===== src/rtl/silo_pkg.sv =====
package silo_pkg;
  localparam int WORD_W       = 16;
  localparam int BIT_VALID    = 15;
  localparam int BIT_OVR      = 14;
  localparam int BIT_FRM      = 13;
  localparam int BIT_PAR      = 12;
  localparam int LINE_LSB     = 8;
  localparam int LINE_FIELD_W = 4;
  localparam int CHAR_FIELD_W = 8;
  localparam int CTRL_IE_BIT  = 6;
  localparam int ALARM_W      = 6;

  localparam logic [1:0] ADDR_CHAR  = 2'd0;
  localparam logic [1:0] ADDR_CTRL  = 2'd1;
  localparam logic [1:0] ADDR_ALARM = 2'd2;

  // strobes from control to datapath
  typedef struct packed {
    logic                    push;
    logic                    pop;
    logic                    grantValid;
    logic [LINE_FIELD_W-1:0] grantLine;
    logic                    addOvr;
  } siloStrb_t;
endpackage


===== src/rtl/silo_dp.sv =====
module silo_dp
  import silo_pkg::*;
#(
  parameter int NUM_LINES = 16,
  parameter int CHAR_W    = 8,
  parameter int DEPTH     = 16
) (
  input  logic                        clk,
  input  logic                        rstN,
  input  logic [NUM_LINES-1:0]        lineStrobe,
  input  logic [NUM_LINES*CHAR_W-1:0] lineChar,
  input  logic [NUM_LINES-1:0]        lineParErr,
  input  logic [NUM_LINES-1:0]        lineFrmErr,
  input  siloStrb_t                   strb,
  output logic [NUM_LINES-1:0]        holdValid,
  output logic [WORD_W-1:0]           headWord
);
  localparam int PTR_W  = $clog2(DEPTH);
  localparam int LINE_W = $clog2(NUM_LINES);

  logic [CHAR_W-1:0] holdChar [NUM_LINES];
  logic [NUM_LINES-1:0] holdPar, holdFrm, holdOvr;

  // one-deep holding slot per line
  for (genvar i = 0; i < NUM_LINES; i++) begin : g_hold
    logic granted;
    assign granted = strb.grantValid && (strb.grantLine == LINE_FIELD_W'(i));
    always_ff @(posedge clk) begin
      if (!rstN) begin
        holdValid[i] <= 1'b0;
        holdChar[i]  <= '0;
        holdPar[i]   <= 1'b0;
        holdFrm[i]   <= 1'b0;
        holdOvr[i]   <= 1'b0;
      end else if (lineStrobe[i] && (!holdValid[i] || granted)) begin
        holdValid[i] <= 1'b1;
        holdChar[i]  <= lineChar[i*CHAR_W +: CHAR_W];
        holdPar[i]   <= lineParErr[i];
        holdFrm[i]   <= lineFrmErr[i];
        holdOvr[i]   <= 1'b0;
      end else if (lineStrobe[i]) begin
        holdOvr[i]   <= 1'b1;
      end else if (granted) begin
        holdValid[i] <= 1'b0;
      end
    end
  end

  // entry assembly for the granted line
  logic [LINE_W-1:0]       selLine;
  logic [CHAR_FIELD_W-1:0] charField;
  logic [WORD_W-1:0]       newWord;

  assign selLine = strb.grantLine[LINE_W-1:0];

  always_comb begin
    charField = '0;
    charField[CHAR_W-1:0] = holdChar[selLine];
    newWord = '0;
    newWord[BIT_VALID] = 1'b1;
    newWord[BIT_OVR]   = holdOvr[selLine] | strb.addOvr;
    newWord[BIT_FRM]   = holdFrm[selLine];
    newWord[BIT_PAR]   = holdPar[selLine];
    newWord[LINE_LSB +: LINE_FIELD_W] = strb.grantLine;
    newWord[CHAR_FIELD_W-1:0] = charField;
  end

  // shared storage ring
  logic [WORD_W-1:0] mem [DEPTH];
  logic [PTR_W-1:0]  wrPtr, rdPtr;

  always_ff @(posedge clk) begin
    if (!rstN) begin
      wrPtr <= '0;
      rdPtr <= '0;
    end else begin
      if (strb.push) wrPtr <= wrPtr + 1'b1;
      if (strb.pop)  rdPtr <= rdPtr + 1'b1;
    end
  end

  always_ff @(posedge clk) begin
    if (strb.push) mem[wrPtr] <= newWord;
  end

  assign headWord = mem[rdPtr];
endmodule


===== src/rtl/silo_ctrl.sv =====
module silo_ctrl
  import silo_pkg::*;
#(
  parameter int NUM_LINES = 16,
  parameter int DEPTH     = 16
) (
  input  logic                        clk,
  input  logic                        rstN,
  input  logic [NUM_LINES-1:0]        holdValid,
  input  logic [WORD_W-1:0]           headWord,
  input  logic [1:0]                  busAddr,
  input  logic                        busRd,
  input  logic                        busWr,
  input  logic [WORD_W-1:0]           busWrData,
  output logic [WORD_W-1:0]           busRdData,
  output logic                        rxIrq,
  output siloStrb_t                   strb,
  output logic [$clog2(DEPTH+1)-1:0]  fillLevel,
  output logic [ALARM_W-1:0]          alarmLevel,
  output logic                        intEn
);
  localparam int LINE_W = $clog2(NUM_LINES);
  localparam int CNT_W  = $clog2(DEPTH+1);

  // round-robin search
  logic [LINE_W-1:0] rrPtr, gLine, idx;
  logic              found;

  always_comb begin
    found = 1'b0;
    gLine = '0;
    idx   = '0;
    for (int k = 0; k < NUM_LINES; k++) begin
      idx = LINE_W'((int'(rrPtr) + k) % NUM_LINES);
      if (!found && holdValid[idx]) begin
        found = 1'b1;
        gLine = idx;
      end
    end
  end

  logic empty, full, pop, push, drop, ovrArm;

  assign empty = (fillLevel == '0);
  assign full  = (fillLevel == CNT_W'(DEPTH));
  assign pop   = busRd && (busAddr == ADDR_CHAR) && !empty;
  assign push  = found && (!full || pop);
  assign drop  = found && full && !pop;

  always_comb begin
    strb            = '0;
    strb.push       = push;
    strb.pop        = pop;
    strb.grantValid = found;
    strb.grantLine  = LINE_FIELD_W'(gLine);
    strb.addOvr     = ovrArm;
  end

  always_ff @(posedge clk) begin
    if (!rstN) begin
      rrPtr     <= '0;
      fillLevel <= '0;
      ovrArm    <= 1'b0;
      intEn     <= 1'b0;
      alarmLevel <= '0;
    end else begin
      if (found) rrPtr <= gLine + 1'b1;
      case ({push, pop})
        2'b10:   fillLevel <= fillLevel + 1'b1;
        2'b01:   fillLevel <= fillLevel - 1'b1;
        default: fillLevel <= fillLevel;
      endcase
      if (drop)      ovrArm <= 1'b1;
      else if (push) ovrArm <= 1'b0;
      if (busWr && busAddr == ADDR_CTRL)  intEn <= busWrData[CTRL_IE_BIT];
      if (busWr && busAddr == ADDR_ALARM) alarmLevel <= busWrData[ALARM_W-1:0];
    end
  end

  always_comb begin
    busRdData = '0;
    case (busAddr)
      ADDR_CHAR:  busRdData = empty ? '0 : headWord;
      ADDR_CTRL:  busRdData[CTRL_IE_BIT] = intEn;
      ADDR_ALARM: busRdData[ALARM_W-1:0] = alarmLevel;
      default:    busRdData = '0;
    endcase
  end

  always_comb begin
    if (alarmLevel == '0) rxIrq = intEn && !empty;
    else                  rxIrq = intEn && (int'(fillLevel) > int'(alarmLevel));
  end
endmodule


===== src/rtl/silo_top.sv =====
module silo_top
  import silo_pkg::*;
#(
  parameter int NUM_LINES = 16,
  parameter int CHAR_W    = 8,
  parameter int DEPTH     = 16
) (
  input  logic                        clk,
  input  logic                        rstN,
  input  logic [NUM_LINES-1:0]        lineStrobe,
  input  logic [NUM_LINES*CHAR_W-1:0] lineChar,
  input  logic [NUM_LINES-1:0]        lineParErr,
  input  logic [NUM_LINES-1:0]        lineFrmErr,
  input  logic [1:0]                  busAddr,
  input  logic                        busRd,
  input  logic                        busWr,
  input  logic [15:0]                 busWrData,
  output logic [15:0]                 busRdData,
  output logic                        rxIrq
);
  localparam int CNT_W = $clog2(DEPTH+1);

  siloStrb_t             strb;
  logic [NUM_LINES-1:0]  holdValid;
  logic [WORD_W-1:0]     headWord;
  logic [CNT_W-1:0]      fillLevel;
  logic [ALARM_W-1:0]    alarmLevel;
  logic                  intEn;
  logic                  pushStrb, popStrb;

  assign pushStrb = strb.push;
  assign popStrb  = strb.pop;

  silo_ctrl #(.NUM_LINES(NUM_LINES), .DEPTH(DEPTH)) u_ctrl (
    .clk(clk), .rstN(rstN), .holdValid(holdValid), .headWord(headWord),
    .busAddr(busAddr), .busRd(busRd), .busWr(busWr), .busWrData(busWrData),
    .busRdData(busRdData), .rxIrq(rxIrq), .strb(strb),
    .fillLevel(fillLevel), .alarmLevel(alarmLevel), .intEn(intEn)
  );

  silo_dp #(.NUM_LINES(NUM_LINES), .CHAR_W(CHAR_W), .DEPTH(DEPTH)) u_dp (
    .clk(clk), .rstN(rstN), .lineStrobe(lineStrobe), .lineChar(lineChar),
    .lineParErr(lineParErr), .lineFrmErr(lineFrmErr), .strb(strb),
    .holdValid(holdValid), .headWord(headWord)
  );
endmodule


===== config.mk =====
export PLATFORM = sky130hd
export DESIGN_NAME = silo_top
export DESIGN_NICKNAME = d
export VERILOG_FILES = /design/src/rtl/silo_pkg.sv /design/src/rtl/silo_dp.sv /design/src/rtl/silo_ctrl.sv /design/src/rtl/silo_top.sv
export SDC_FILE = /design/constraint.sdc
export NUM_CORES = 1
export LEC_CHECK = 0
export ABC_AREA = 1
export ABC_CLOCK_PERIOD_IN_PS = 5450
export BUFFER_PORTS_ARGS = -buffer_cell sky130_fd_sc_hd__clkbuf_2
export CAP_MARGIN = 30
export CORE_MARGIN = 4
export CORE_UTILIZATION = 35
export CTS_CLUSTER_SIZE = 14
export DETAILED_ROUTE_END_ITERATION = 16
export PLACE_DENSITY = 0.57
export SLEW_MARGIN = 20
export SYNTH_ARGS = -nofsm -noshare
export SYNTH_HDL_FRONTEND = slang
export SYNTH_SLANG_ARGS = --single-unit

===== constraint.sdc =====
create_clock -name clk -period 5.45 [get_ports clk]
set_clock_uncertainty 0.05 [all_clocks]
set_input_delay 1.635 -clock clk [delete_from_list [all_inputs] [get_ports clk]]
set_output_delay 1.635 -clock clk [all_outputs]
set_load 0.05 [all_outputs]

==> run metrics <==
reg2reg setup slack=0.47 ns; outcome=finished clean; DRC viols=0; async set-or-reset flop fraction in the synthesized netlist=0%; fmax=0.2006 GHz; Finish-stage setup viols=0; CP max stage delay=0.42 ns; Routed Antenna Nets=0; Area Overhead vs Synth=16.66%; clk slew on worst S/H paths=0.07 ns; met1 Track Usage GR=24.03%; worst setup path start=u_ctrl.rrPtr[1]; n_diodes=0; Longest Clk Path Bufs=3; top cells by count, synth=nand2_1, edfxtp_1, nand3_1; Final Hold Fails=0; FP Rows=91; Crit-path slowest cell=dfxtp_2; WL per Instance=17.83 microns; worst min-delay path class=reg -> reg; Die W=259.6 microns; Via Count=16.94k; total die area=67,380 sq um; Final HPWL DP=43,690 microns; Post-layout nets=2,744; number of max-slew violations in the final report=0; final WL=60,610 microns; CTS tree=done; count leader, synth=nand2_1; CTS Buf Count=49; crit-path cells=inv_1 -> ha_1 -> inv_1 -> nand3_1 -> nand3_1 -> nand2_1 -> nand2_2 -> nand2_2 -> nor2_8 -> nand4_2 -> nor2_4 -> nand4_2 -> nor2_4 -> nand4_2 -> nor2_1 -> nor2_1 -> nand3_1 -> nand2_2 -> inv_2 -> ha_1 -> nand3_1 -> nand2_1 -> nand2_1 -> nand2_1; data required time of the worst path=5.64 ns; global-route wire length before repair=93,550 microns; Worst EP arrival=5.17 ns; CP Launch Type=flop; crit share post-route=91.46%; Critical path buffers and inverters=3; sequential fraction of the synthesis area=58.29%; Final min period=4.984 ns; Yosys top cell area share=49.88%; cell family with most CP delay=simple AND/OR/NAND/NOR gates; Worst Min Path Start=u_dp.holdFrm[15]; unrepaired setup endpoints after global routing=no; worst-skew pair later-pin latency=0.60 ns; number of synthesized flops with an enable pin=368; GRT Total Usage=17.63%; post-synth cell types=54; Post-Syn Area per Cell=9.644 sq um; Die Y=259.6 microns; largest net degree at the start of global routing=83; Crit Path Class=reg -> reg; post-route setup TNS=0 ns; dominant synthesized flop cell=edfxtp_1; IO Count=215; Mapped Nets=2,519; first-pass iteration count of the detailed router=6; worst reg2reg startpoint=u_ctrl.rrPtr[1]; Final Core Density=41.57%; GRT Residual Overflow=0; initial antenna violation count=0; Worst-Margin Slew=0.9602 ns; Critical Path End Type=flop; Slew headroom=35.91%; cell taking the most area after synthesis=edfxtp_1; setup slack at placement=0.3121 ns; Synth Instances=2,297; GR Util met3=2.736%; layout cells sized above 1=18.58%; setup ws final=0.4657 ns; max cap viols=0; Yosys warning total=0; cell area after synthesis=22,150 sq um; met2 Use GR=29.86%; IO Port Bufs=205; root buffer cell=clkbuf_16; top post-synthesis cells by area=edfxtp_1, dfxtp_1, nand2_1, nand3_1, inv_1; cts hold-fix bufs=0; post-synthesis register bit count=461; Iter 0 DRT Violations=1,257; worst-path maximum fanout=9; gp weighted congestion=0.8546; Starting Density=35.63%; clock sink total=461; vias in the first global route=16.46k; core area=62,170 sq um; busiest layer in global routing=met2; H-tree depth=2; via/cell ratio=4.983
## timing repair
item | in CTS | in global routing
setup endpoints to repair | 0 | 41
gates resized for setup | 0 | 4
buffers inserted | 0 | 0
## cell usage in the layout (no fill, tap or decap), types with 3 or more instances in the layout
| master | count |
|---|---|
| clkbuf_16 | 49 |
| buf_12 | 3 |
| nand3_1 | 272 |
| nor2_1 | 208 |
| nor2_2 | 27 |
| inv_2 | 8 |
| nand4_2 | 3 |
| nand3_4 | 3 |
| nand3_2 | 25 |
| a211oi_1 | 5 |
| clkinvlp_4 | 3 |
| clkbuf_2 | 204 |
| mux2i_1 | 60 |
| clkinv_1 | 17 |
| inv_6 | 3 |
| nand4_1 | 55 |
| nand2_2 | 37 |
| nand2_1 | 404 |
| inv_1 | 254 |
| o22ai_1 | 9 |
| o21ai_0 | 159 |
| dfxtp_1 | 90 |
| nor2_4 | 8 |
| bufinv_16 | 3 |
| xor2_1 | 7 |
| ha_1 | 24 |
| o211ai_1 | 20 |
| clkinv_2 | 10 |
| edfxtp_1 | 368 |
| buf_4 | 68 |
| o221ai_1 | 3 |
| nor3_1 | 4 |
| clkbuf_1 | 10 |
| a21oi_1 | 106 |
## path summary, 6_finish.rpt
path                          endpoint  cells past startpoint
setup / recovery  u_dp.holdChar[15][0]                     24
hold / removal        u_dp.holdFrm[15]                      2
setup reg to reg  u_dp.holdChar[15][0]                     24
hold reg to reg       u_dp.holdFrm[15]                      2
## per-stage QoR
step	cells	instance area, sq um	hold slack, ns
2_1_floorplan	2297	22150	0.3854
3_3_place_gp	3307	24290	0.4038
3_5_place_dp	3307	24290	0.4087
4_1_cts	3398	25830	0.4169
5_1_grt	3399	25840	0.4368
6_report	3399	25840	0.4170
## state kept, by name, summed over array words and instances (netlist names), named ones only
signal / flops
u_dp.rdPtr: 4
u_ctrl.fillLevel: 5
u_ctrl.intEn: 1
u_dp.holdChar: 128
u_ctrl.alarmLevel: 6
u_ctrl.ovrArm: 1
u_ctrl.rrPtr: 4
u_dp.holdOvr: 16
u_dp.holdFrm: 16
u_dp.mem: 240
u_dp.holdPar: 16
u_dp.holdValid: 16
u_dp.wrPtr: 4
## logic make-up (layout without fill, tap and decap cells)
family	count (synthesis)	in the layout	synth area share, %
AND/OR/NAND/NOR	1053	1053	22.39
XOR/XNOR	11	11	0.5366
AO/OA/AOI/OAI	316	316	7.761
flip-flops	461	461	58.29
adder cells (fa/ha/maj)	24	24	1.356
buffers and inverters	372	637	6.953
multiplexers	60	60	2.711
## tightest hold or removal path, delay by kind of cell (launching register included)
kind	cells	cell delay, ns
flip-flops	1	0.31
AND/OR/NAND/NOR	2	0.11
## cell type report
type / instances / area (sq um)
Tap cell: 837 / 1047
Sequential cell: 461 / 12920
Clock inverter: 32 / 275.3
Clock buffer: 59 / 1264
Timing Repair Buffer: 275 / 1592
Fill cell: 6109 / 36320
Inverter: 271 / 1028
Multi-Input combinational cell: 1464 / 7719
## per-layer routing
metal  up-vias  wire length, microns  share of wire (%)
li1       8292                     -                  -
met1      8112                 27270                 45
met2       465                 29140                 48
met3        68                  3138                5.2
met4         0                  1071                1.8
met5         -                     0                  0
Power is not shown: default switching activity piles up to over one toggle a cycle in this logic, so the estimate is an artifact.
